## src/rtl/vrp_pkg.sv

```systemverilog
package vrp_pkg;
  localparam int PAGE_SHIFT = 12;
  localparam int LO_PN_W    = 32 - PAGE_SHIFT;
  localparam int ATTR_W     = 8;
  localparam int VALID_BIT  = 11;

  typedef enum logic {
    OP_ENCODE = 1'b0,
    OP_DECODE = 1'b1
  } vrp_op_e;
endpackage

```

## src/rtl/vrp_encoder.sv

```systemverilog
module vrp_encoder
  import vrp_pkg::*;
#(
  parameter int PN_W = 24,
  parameter int HI_W = 4
) (
  input  logic [PN_W-1:0]   page,
  input  logic [PN_W-1:0]   pages,
  input  logic [ATTR_W-1:0] attr,
  output logic [31:0]       base_lo,
  output logic [HI_W-1:0]   base_hi,
  output logic [31:0]       mask_lo,
  output logic [HI_W-1:0]   mask_hi,
  output logic              err
);
  logic [PN_W:0]   start_w;
  logic [PN_W:0]   last_w;
  logic [PN_W+1:0] run;
  logic [PN_W:0]   bit_ok;
  logic [PN_W-1:0] neg;
  logic            aligned;

  assign start_w = {1'b0, page};
  assign last_w  = {1'b0, page} + {1'b0, pages} - 1'b1;
  assign neg     = ~pages + 1'b1;

  // Trailing run of (start bit 0, last bit 1) positions is shifted away;
  // every position above that run must agree.
  always_comb begin
    run[0] = 1'b1;
    for (int i = 0; i <= PN_W; i++) begin
      run[i+1]  = run[i] & ~start_w[i] & last_w[i];
      bit_ok[i] = run[i+1] | ~(start_w[i] ^ last_w[i]);
    end
  end

  assign aligned = &bit_ok;

  always_comb begin
    base_lo = '0;
    base_hi = '0;
    mask_lo = '0;
    mask_hi = '0;
    err     = 1'b0;
    if (pages != '0) begin
      if (!aligned) begin
        err = 1'b1;
      end else begin
        base_lo = {page[LO_PN_W-1:0], 4'b0000, attr};
        base_hi = page[PN_W-1:LO_PN_W];
        mask_lo = {neg[LO_PN_W-1:0], 12'h800};
        mask_hi = neg[PN_W-1:LO_PN_W];
      end
    end
  end
endmodule

```

## src/rtl/vrp_decoder.sv

```systemverilog
module vrp_decoder
  import vrp_pkg::*;
#(
  parameter int PN_W = 24,
  parameter int HI_W = 4
) (
  input  logic [31:0]       base_lo,
  input  logic [HI_W-1:0]   base_hi,
  input  logic [31:0]       mask_lo,
  input  logic [HI_W-1:0]   mask_hi,
  output logic [PN_W-1:0]   page,
  output logic [PN_W-1:0]   pages,
  output logic [ATTR_W-1:0] attr,
  output logic              repaired
);
  logic [PN_W-1:0] raw;
  logic [PN_W-1:0] above;
  logic [PN_W-1:0] ext;
  logic            any_set;
  logic            unused_bits;

  assign raw         = {mask_hi, mask_lo[31:PAGE_SHIFT]};
  assign any_set     = |raw;
  assign unused_bits = ^{mask_lo[VALID_BIT-1:0], base_lo[PAGE_SHIFT-1:ATTR_W]};

  // above[i] is set when some mask bit strictly higher than i is set.
  always_comb begin
    above[PN_W-1] = 1'b0;
    for (int i = PN_W - 2; i >= 0; i--) begin
      above[i] = above[i+1] | raw[i+1];
    end
  end

  assign ext = raw | ({PN_W{any_set}} & ~above);

  always_comb begin
    page     = '0;
    pages    = '0;
    attr     = '0;
    repaired = 1'b0;
    if (mask_lo[VALID_BIT]) begin
      page     = {base_hi, base_lo[31:PAGE_SHIFT]};
      pages    = ~ext + 1'b1;
      attr     = base_lo[ATTR_W-1:0];
      repaired = (ext != raw);
    end
  end
endmodule

```

## src/rtl/vrp_slot_pick.sv

```systemverilog
module vrp_slot_pick #(
  parameter int SLOTS = 8,
  parameter int IDX_W = 3
) (
  input  logic [SLOTS-1:0] live,
  input  logic             repl_en,
  input  logic [IDX_W:0]   repl_idx,
  output logic [IDX_W-1:0] idx,
  output logic             none
);
  localparam logic [IDX_W:0] SLOTS_V = (IDX_W + 1)'(SLOTS);

  always_comb begin
    idx  = '0;
    none = 1'b1;
    for (int i = SLOTS - 1; i >= 0; i--) begin
      if (!live[i]) begin
        idx  = IDX_W'(i);
        none = 1'b0;
      end
    end
    if (repl_en && (repl_idx < SLOTS_V)) begin
      idx  = repl_idx[IDX_W-1:0];
      none = 1'b0;
    end
  end
endmodule

```

## src/rtl/vrp_codec.sv

```systemverilog
module vrp_codec
  import vrp_pkg::*;
#(
  parameter  int PHYS_W = 36,
  parameter  int SLOTS  = 8,
  localparam int PN_W   = PHYS_W - PAGE_SHIFT,
  localparam int HI_W   = PHYS_W - 32,
  localparam int IDX_W  = $clog2(SLOTS)
) (
  input  logic              clk,
  input  logic              rst_n,
  input  logic              req_valid,
  input  logic              req_decode,
  input  logic [PN_W-1:0]   enc_page,
  input  logic [PN_W-1:0]   enc_pages,
  input  logic [ATTR_W-1:0] enc_attr,
  input  logic [31:0]       rd_base_lo,
  input  logic [HI_W-1:0]   rd_base_hi,
  input  logic [31:0]       rd_mask_lo,
  input  logic [HI_W-1:0]   rd_mask_hi,
  output logic              done,
  output logic [31:0]       wr_base_lo,
  output logic [HI_W-1:0]   wr_base_hi,
  output logic [31:0]       wr_mask_lo,
  output logic [HI_W-1:0]   wr_mask_hi,
  output logic              align_err,
  output logic [PN_W-1:0]   dec_page,
  output logic [PN_W-1:0]   dec_pages,
  output logic [ATTR_W-1:0] dec_attr,
  output logic              mask_repaired,
  input  logic [SLOTS-1:0]  slot_live,
  input  logic              repl_en,
  input  logic [IDX_W:0]    repl_idx,
  output logic [IDX_W-1:0]  free_idx,
  output logic              free_none
);
  // reset: asserted asynchronously, released on the clock
  logic rst_meta, rst_core_n;
  always_ff @(posedge clk or negedge rst_n) begin
    if (!rst_n) begin
      rst_meta   <= 1'b0;
      rst_core_n <= 1'b0;
    end else begin
      rst_meta   <= 1'b1;
      rst_core_n <= rst_meta;
    end
  end

  // stage 1: captured request
  logic              s1_vld;
  vrp_op_e           s1_op;
  logic [PN_W-1:0]   s1_page, s1_pages;
  logic [ATTR_W-1:0] s1_attr;
  logic [31:0]       s1_blo, s1_mlo;
  logic [HI_W-1:0]   s1_bhi, s1_mhi;

  always_ff @(posedge clk or negedge rst_core_n) begin
    if (!rst_core_n) begin
      s1_vld   <= 1'b0;
      s1_op    <= OP_ENCODE;
      s1_page  <= '0;
      s1_pages <= '0;
      s1_attr  <= '0;
      s1_blo   <= '0;
      s1_bhi   <= '0;
      s1_mlo   <= '0;
      s1_mhi   <= '0;
    end else begin
      s1_vld <= req_valid;
      if (req_valid) begin
        s1_op    <= vrp_op_e'(req_decode);
        s1_page  <= enc_page;
        s1_pages <= enc_pages;
        s1_attr  <= enc_attr;
        s1_blo   <= rd_base_lo;
        s1_bhi   <= rd_base_hi;
        s1_mlo   <= rd_mask_lo;
        s1_mhi   <= rd_mask_hi;
      end
    end
  end

  // conversion datapaths
  logic [31:0]       e_blo, e_mlo;
  logic [HI_W-1:0]   e_bhi, e_mhi;
  logic              e_err;
  logic [PN_W-1:0]   d_page, d_pages;
  logic [ATTR_W-1:0] d_attr;
  logic              d_rep;

  vrp_encoder #(.PN_W(PN_W), .HI_W(HI_W)) u_enc (
    .page(s1_page), .pages(s1_pages), .attr(s1_attr),
    .base_lo(e_blo), .base_hi(e_bhi), .mask_lo(e_mlo), .mask_hi(e_mhi),
    .err(e_err)
  );

  vrp_decoder #(.PN_W(PN_W), .HI_W(HI_W)) u_dec (
    .base_lo(s1_blo), .base_hi(s1_bhi), .mask_lo(s1_mlo), .mask_hi(s1_mhi),
    .page(d_page), .pages(d_pages), .attr(d_attr), .repaired(d_rep)
  );

  // stage 2: result selection (next state)
  logic [31:0]       n_blo, n_mlo;
  logic [HI_W-1:0]   n_bhi, n_mhi;
  logic              n_err, n_rep;
  logic [PN_W-1:0]   n_page, n_pages;
  logic [ATTR_W-1:0] n_attr;

  always_comb begin
    n_blo   = '0;
    n_bhi   = '0;
    n_mlo   = '0;
    n_mhi   = '0;
    n_err   = 1'b0;
    n_page  = '0;
    n_pages = '0;
    n_attr  = '0;
    n_rep   = 1'b0;
    if (s1_op == OP_DECODE) begin
      n_page  = d_page;
      n_pages = d_pages;
      n_attr  = d_attr;
      n_rep   = d_rep;
    end else begin
      n_blo = e_blo;
      n_bhi = e_bhi;
      n_mlo = e_mlo;
      n_mhi = e_mhi;
      n_err = e_err;
    end
  end

  always_ff @(posedge clk or negedge rst_core_n) begin
    if (!rst_core_n) begin
      done          <= 1'b0;
      wr_base_lo    <= '0;
      wr_base_hi    <= '0;
      wr_mask_lo    <= '0;
      wr_mask_hi    <= '0;
      align_err     <= 1'b0;
      dec_page      <= '0;
      dec_pages     <= '0;
      dec_attr      <= '0;
      mask_repaired <= 1'b0;
    end else begin
      done <= s1_vld;
      if (s1_vld) begin
        wr_base_lo    <= n_blo;
        wr_base_hi    <= n_bhi;
        wr_mask_lo    <= n_mlo;
        wr_mask_hi    <= n_mhi;
        align_err     <= n_err;
        dec_page      <= n_page;
        dec_pages     <= n_pages;
        dec_attr      <= n_attr;
        mask_repaired <= n_rep;
      end
    end
  end

  vrp_slot_pick #(.SLOTS(SLOTS), .IDX_W(IDX_W)) u_pick (
    .live(slot_live), .repl_en(repl_en), .repl_idx(repl_idx),
    .idx(free_idx), .none(free_none)
  );
endmodule

```

## config.mk

```make
export PLATFORM = sky130hd
export DESIGN_NAME = vrp_codec
export DESIGN_NICKNAME = d
export VERILOG_FILES = /design/src/rtl/vrp_pkg.sv /design/src/rtl/vrp_encoder.sv /design/src/rtl/vrp_decoder.sv /design/src/rtl/vrp_slot_pick.sv /design/src/rtl/vrp_codec.sv
export SDC_FILE = /design/constraint.sdc
export NUM_CORES = 1
export LEC_CHECK = 0
export ABC_AREA = 1
export CORE_ASPECT_RATIO = 0.6
export CORE_MARGIN = 2
export CORE_UTILIZATION = 54
export DETAILED_ROUTE_END_ITERATION = 12
export PLACE_DENSITY = 0.9
export RECOVER_POWER = 25
export SYNTH_ARGS = -nofsm -noshare
export SYNTH_HDL_FRONTEND = slang
export SYNTH_HIERARCHICAL = 1
export SYNTH_SLANG_ARGS = --single-unit
```

## constraint.sdc

```tcl
create_clock -name clk -period 9.2 [get_ports clk]
set_input_delay 0.92 -clock clk [delete_from_list [all_inputs] [get_ports clk]]
set_output_delay 0.92 -clock clk [all_outputs]
set_load 0.1 [all_outputs]
```

==> results of run 1 <==
[sequential cells by signal, indices dropped and copies added, names as in the netlist, 4 cells and up]
register,cells
dec_attr,8
dec_page,24
dec_pages,24
s1_attr,8
s1_bhi,4
s1_blo,28
s1_mhi,4
s1_mlo,21
s1_page,24
s1_pages,24
wr_base_hi,4
wr_base_lo,32
wr_mask_hi,4
wr_mask_lo,32
[path summary, 6_finish.rpt]
check | startpoint | to | cells past startpoint
setup reg to reg | rst_core_n$_DFF_PN0_ | s1_mlo[11]$_DFFE_PN0P_ | 2
hold reg to reg | rst_meta$_DFF_PN0_ | rst_core_n$_DFF_PN0_ | 0
hold / removal | rst_meta$_DFF_PN0_ | rst_core_n$_DFF_PN0_ | 0
min in group asynchronous | rst_n | rst_meta$_DFF_PN0_ | 1
setup / recovery | req_valid | s1_blo[1]$_DFFE_PN0P_ | 3
max in group asynchronous | rst_core_n$_DFF_PN0_ | s1_mlo[11]$_DFFE_PN0P_ | 2
[where the power goes]
part	internal (uW)	leakage, uW	switching (uW)
Sequential	1160	0.00321	72.1
Clock	580	0.000404	444
Combinational	313	0.00632	678
Total	2050	0.00993	1190
[cells in the final DEF (no fill, tap or decap), drive strengths merged, types with 32 or more instances in the layout]
master / n
nand2: 651
inv: 368
clkdlybuf4s50: 262
dfrtp: 248
nand3: 217
nor2: 188
o21ai: 136
ha: 48
clkbuf: 37
a21oi: 32
nand4: 32
[through the flow]
step	setup WS, ns	power (uW)	util [%]	cell area [sq um]
detailed placement	4.24	2220	63.9	17500
global route	2.50	3430	66.9	18300
global placement	4.36	2200	63.9	17500
finish	3.21	3250	66.9	18300
CTS	4.12	3250	66.9	18300
floorplan	1.78	1960	-	15000
[per-layer routing]
layer	wire length, um	share of wire (%)
met1	19400	47
met5	0	0
met2	17800	43
met3	3330	8.0
met4	1080	2.6
[area by class of cell]
cell class / count / area share (%)
inverter: 370 / 7.61
tap: 367 / 2.51
antenna: 1 / 0.0137
timing repair buffer: 272 / 14.7
clock buffer: 35 / 3.96
multi-input combinational: 1378 / 36.7
sequential: 248 / 34.0
clock inverter: 10 / 0.527
==> out/metrics.csv, run 1 <==
metric;value;unit
run status;finished, violations left;
failing checks;max-capacitance violations, max-slew violations;
Worst setup SP type;input port;
Vias/cell;5.18;
number of design-rule violations left by the first detailed-router iteration;1527;
area taken by flip-flops and latches;6210;sq um
setup bufs post-CTS;0;
starting utilization of the core area;54.5;%
power per standard cell area;178;nW/um^2
maximum capacitance violations;5;
global-route wire length before repair;67.2;mm
buffers from clock root to sink, at most;3;
gate count of the mapped netlist;2079;
clock network latency to the later pin of the worst-skew pair;0.56;ns
antenna violations before repair;1;
Syn-to-layout area delta;22.7;%
Clk pin slew, worst setup/hold paths;0.06;ns
area occupied by multi-input gates;6710;sq um
GRT Resource Usage Total;28.8;%
number of cell rows;47;
Period minus WS final;5.99;ns
clock skew after layout;0.0225;ns
longest individual stage delay on the worst path;3.98;ns
Crit Path Max Fanout;156;
setup-violating endpoint count in the final report;0;
final setup TNS;0;ns
worst path required time;9.60;ns
Worst Hold Class;flop to flop;
hold bufs inserted after CTS;0;
remaining antenna violation count;0;
clock sink total;248;
arrival time of data at the critical path endpoint;6.39;ns
final wirelength;41.7;mm
number of buffer cells added on primary ports;264;
Critical Setup Path Class;input port to flop;
delay-heaviest family, CP;buffers and inverters;
grt met2 use;43.2;%
Final #Nets;2490;
number of remaining DRC errors;0;
reg-to-reg slack, setup;3.98;ns
synth warn;6;
overall die area;29000;sq um
CP Capture Type;flop;
busiest metal layer after global routing;met1;
die outline height;133;um
final count of pins violating max slew;365;
Final Wtd Congestion;0.922;
quantity of gates resized following cts;0;
deepest level of the CTS H-tree;1;
GRT overflow;0;
number of vias after detailed routing;13900;
pin count of the biggest net entering global routing;157;
routed length per placed instance;15.5;um
Hold Slack;0.369;ns
Top-Level Pins;280;
ratio of cells with drive above 1 in the final layout;5.71;%
slew of the pin with the lowest slew margin;5.83;ns
Fill cells;2283;
overall die width;218;um
core area;27300;sq um
root buffer cell;sky130_fd_sc_hd__clkbuf_16;
number of standard cells in the final layout excluding fillers;2681;
worst slew margin relative to its limit;-289;%
Post-Syn Area;14900;sq um
total half-perimeter wirelength after legalization and detailed placement;30.1;mm
final critical-path share of the clock period;65.1;%
leakage power figure;0.00993;uW
CP Cell Sequence;clkbuf_1 -> nand2_1 -> o21ai_0;
unrepaired setup endpoints after global routing;false;
maximum ir drop on the vdd rail;0.134;mV
number of cells in the design after placement;2635;
CP bufs+invs;1;
number of global-route vias before repair;13100;
clock tree from TritonCTS;built;
number of optimization iterations in the first detailed-route pass;6;
highest clock rate;0.167;GHz
met3 routing resource usage after global routing;4.44;%
number of buffers added by the clock tree synthesis step;26;
average size of a mapped cell;7.17;sq um
final count of hold timing violations;0;
Slowest-stage cell, CP;sky130_fd_sc_hd__clkbuf_1;
met1 Track Usage GR;43.4;%
Note: power is estimated with default switching activity, not from simulation.
==> run 2: changes to the inputs <==
Settings changed: CORE_UTILIZATION 54 to 49, PLACE_DENSITY 0.9 to 0.86.
Clock period 9.2 ns to 5.2 ns, I/O delays scaled along.
==> out/metrics.csv, run 2 (synthesis results as in run 1) <==
metric;value;unit
run status;finished, violations left;
failing checks;max-capacitance violations, max-slew violations;
Final Wtd Congestion;0.933;
maximum capacitance violations;3;
ratio of cells with drive above 1 in the final layout;5.83;%
maximum ir drop on the vdd rail;0.236;mV
number of global-route vias before repair;13200;
commonest non-fill, non-tap cells in the layout;636 x sky130_fd_sc_hd__nand2_1, 362 x sky130_fd_sc_hd__inv_1, 262 x sky130_fd_sc_hd__clkdlybuf4s50_1;
number of remaining DRC errors;0;
deepest level of the CTS H-tree;1;
Syn-to-layout area delta;23.6;%
sequential cell fraction of total power;37.2;%
number of buffer cells added on primary ports;264;
Vias/cell;5.09;
Clk pin slew, worst setup/hold paths;0.06;ns
area occupied by multi-input gates;6710;sq um
routed length per placed instance;15.5;um
number of design-rule violations left by the first detailed-router iteration;1202;
pre-CTS WS;0.717;ns
min setup slack post-route;0.562;ns
pin count of the biggest net entering global routing;129;
worst slew margin relative to its limit;-185;%
number of optimization iterations in the first detailed-route pass;6;
GRT overflow;0;
CP Capture Type;flop;
clock skew after layout;0.0122;ns
worst path required time;5.68;ns
number of cell rows;49;
buffers from clock root to sink, at most;3;
Crit Path Max Fanout;45;
number of buffers added by the clock tree synthesis step;26;
highest clock rate;0.216;GHz
leakage power figure;0.00998;uW
quantity of gates resized following cts;0;
arrival time of data at the critical path endpoint;5.11;ns
final design instance area without fill;18400;sq um
GRT Resource Usage Total;26.3;%
final count of pins violating max slew;222;
Period minus WS final;4.64;ns
reg-to-reg slack, setup;0.56;ns
clock tree from TritonCTS;built;
overall die width;229;um
power per standard cell area;318;nW/um^2
overall die area;31900;sq um
Switching Share;35.9;%
largest registers;wr_base_lo x32, wr_mask_lo x32, s1_blo x28;
hold bufs inserted after CTS;0;
Hold Slack;0.210;ns
Worst Hold Class;input port to async pin;
clock sink total;248;
Worst setup SP type;flop;
Fill cells;2640;
total half-perimeter wirelength after legalization and detailed placement;30.4;mm
CP bufs+invs;5;
sum of internal, switching and leakage power;5860;uW
area taken by flip-flops and latches;6210;sq um
Final #Nets;2491;
Critical Setup Path Class;flop to flop;
final critical-path share of the clock period;89.2;%
Slowest-stage cell, CP;sky130_fd_sc_hd__buf_4;
cell repeated most along the worst path;sky130_fd_sc_hd__nand2_1;
cell-internal power;3750;uW
longest individual stage delay on the worst path;0.40;ns
starting utilization of the core area;49.8;%
unrepaired setup endpoints after global routing;false;
final wirelength;42.3;mm
core area;29900;sq um
final setup TNS;0;ns
setup bufs post-CTS;0;
clock network latency to the later pin of the worst-skew pair;0.54;ns
remaining antenna violation count;0;
combinational power share;29.9;%
number of vias after detailed routing;13900;
setup-violating endpoint count in the final report;0;
die outline height;139;um
final count of hold timing violations;0;
global-route wire length before repair;68.3;mm
Top-Level Pins;280;
antenna violations before repair;2;
proportion of power drawn by the clock network;33.0;%
most common library cell in the layout ignoring fill and taps;sky130_fd_sc_hd__nand2_1;
root buffer cell;sky130_fd_sc_hd__clkbuf_16;
switching component of the power;2110;uW
instance area at placement;17600;sq um
slew of the pin with the lowest slew margin;4.27;ns
delay-heaviest family, CP;simple AND/OR/NAND/NOR gates;
-- run 2: cell count changes in the layout (fill, tap and decap cells not counted), sizes merged --
cell / delta
buf: +2
bufinv: +2
clkinv: -2
clkinvlp: -1
inv: +1
-- run 2: through the flow --
stage                     instances  util, %
after CTS                      2723     61.6
after detailed placement       2677     58.7
after floorplan                2093        -
final                          2724     61.6
after global placement         2677     58.7
after global routing           2724     61.6
-- run 2: final cells by class --
cell class	count	area share [%]
sequential	248	33.7
clock buffer	36	4.07
clock inverter	10	0.713
timing repair buffer	273	14.7
inverter	370	7.56
multi-input combinational	1378	36.4
antenna	1	0.0136
tap	408	2.77
-- run 2: power by group through the flow --
stage | clock, uW | combinational [uW] | sequential, uW
finish | 1930 | 1750 | 2180
global route | 2040 | 1930 | 2190
CTS | 1970 | 1730 | 2180
detailed placement | 0 | 1720 | 2210
global placement | 0 | 1690 | 2200
floorplan | 0 | 991 | 2470
-- run 2: path summary, 6_finish.rpt --
| path | from | endpoint | cells past startpoint |
|---|---|---|---|
| min reg2reg | rst_meta$_DFF_PN0_ | rst_core_n$_DFF_PN0_ | 0 |
| max reg2reg | s1_page[1]$_DFFE_PN0P_ | wr_base_lo[25]$_DFFE_PN0P_ | 26 |
| max in group asynchronous | rst_core_n$_DFF_PN0_ | s1_page[1]$_DFFE_PN0P_ | 1 |
| min in group clk | rst_meta$_DFF_PN0_ | rst_core_n$_DFF_PN0_ | 0 |
| max | s1_page[1]$_DFFE_PN0P_ | wr_base_lo[25]$_DFFE_PN0P_ | 26 |
| min | rst_n | rst_meta$_DFF_PN0_ | 1 |
-- run 2: metal layers --
layer | wire length (um) | vias up | track usage [%]
met2 | 17700 | 471 | 39.1
met4 | 1110 | 2 | 6.97
li1 | - | 6801 | -
met3 | 2880 | 69 | 4.67
met5 | 16 | - | 0
met1 | 20600 | 6512 | 39.5
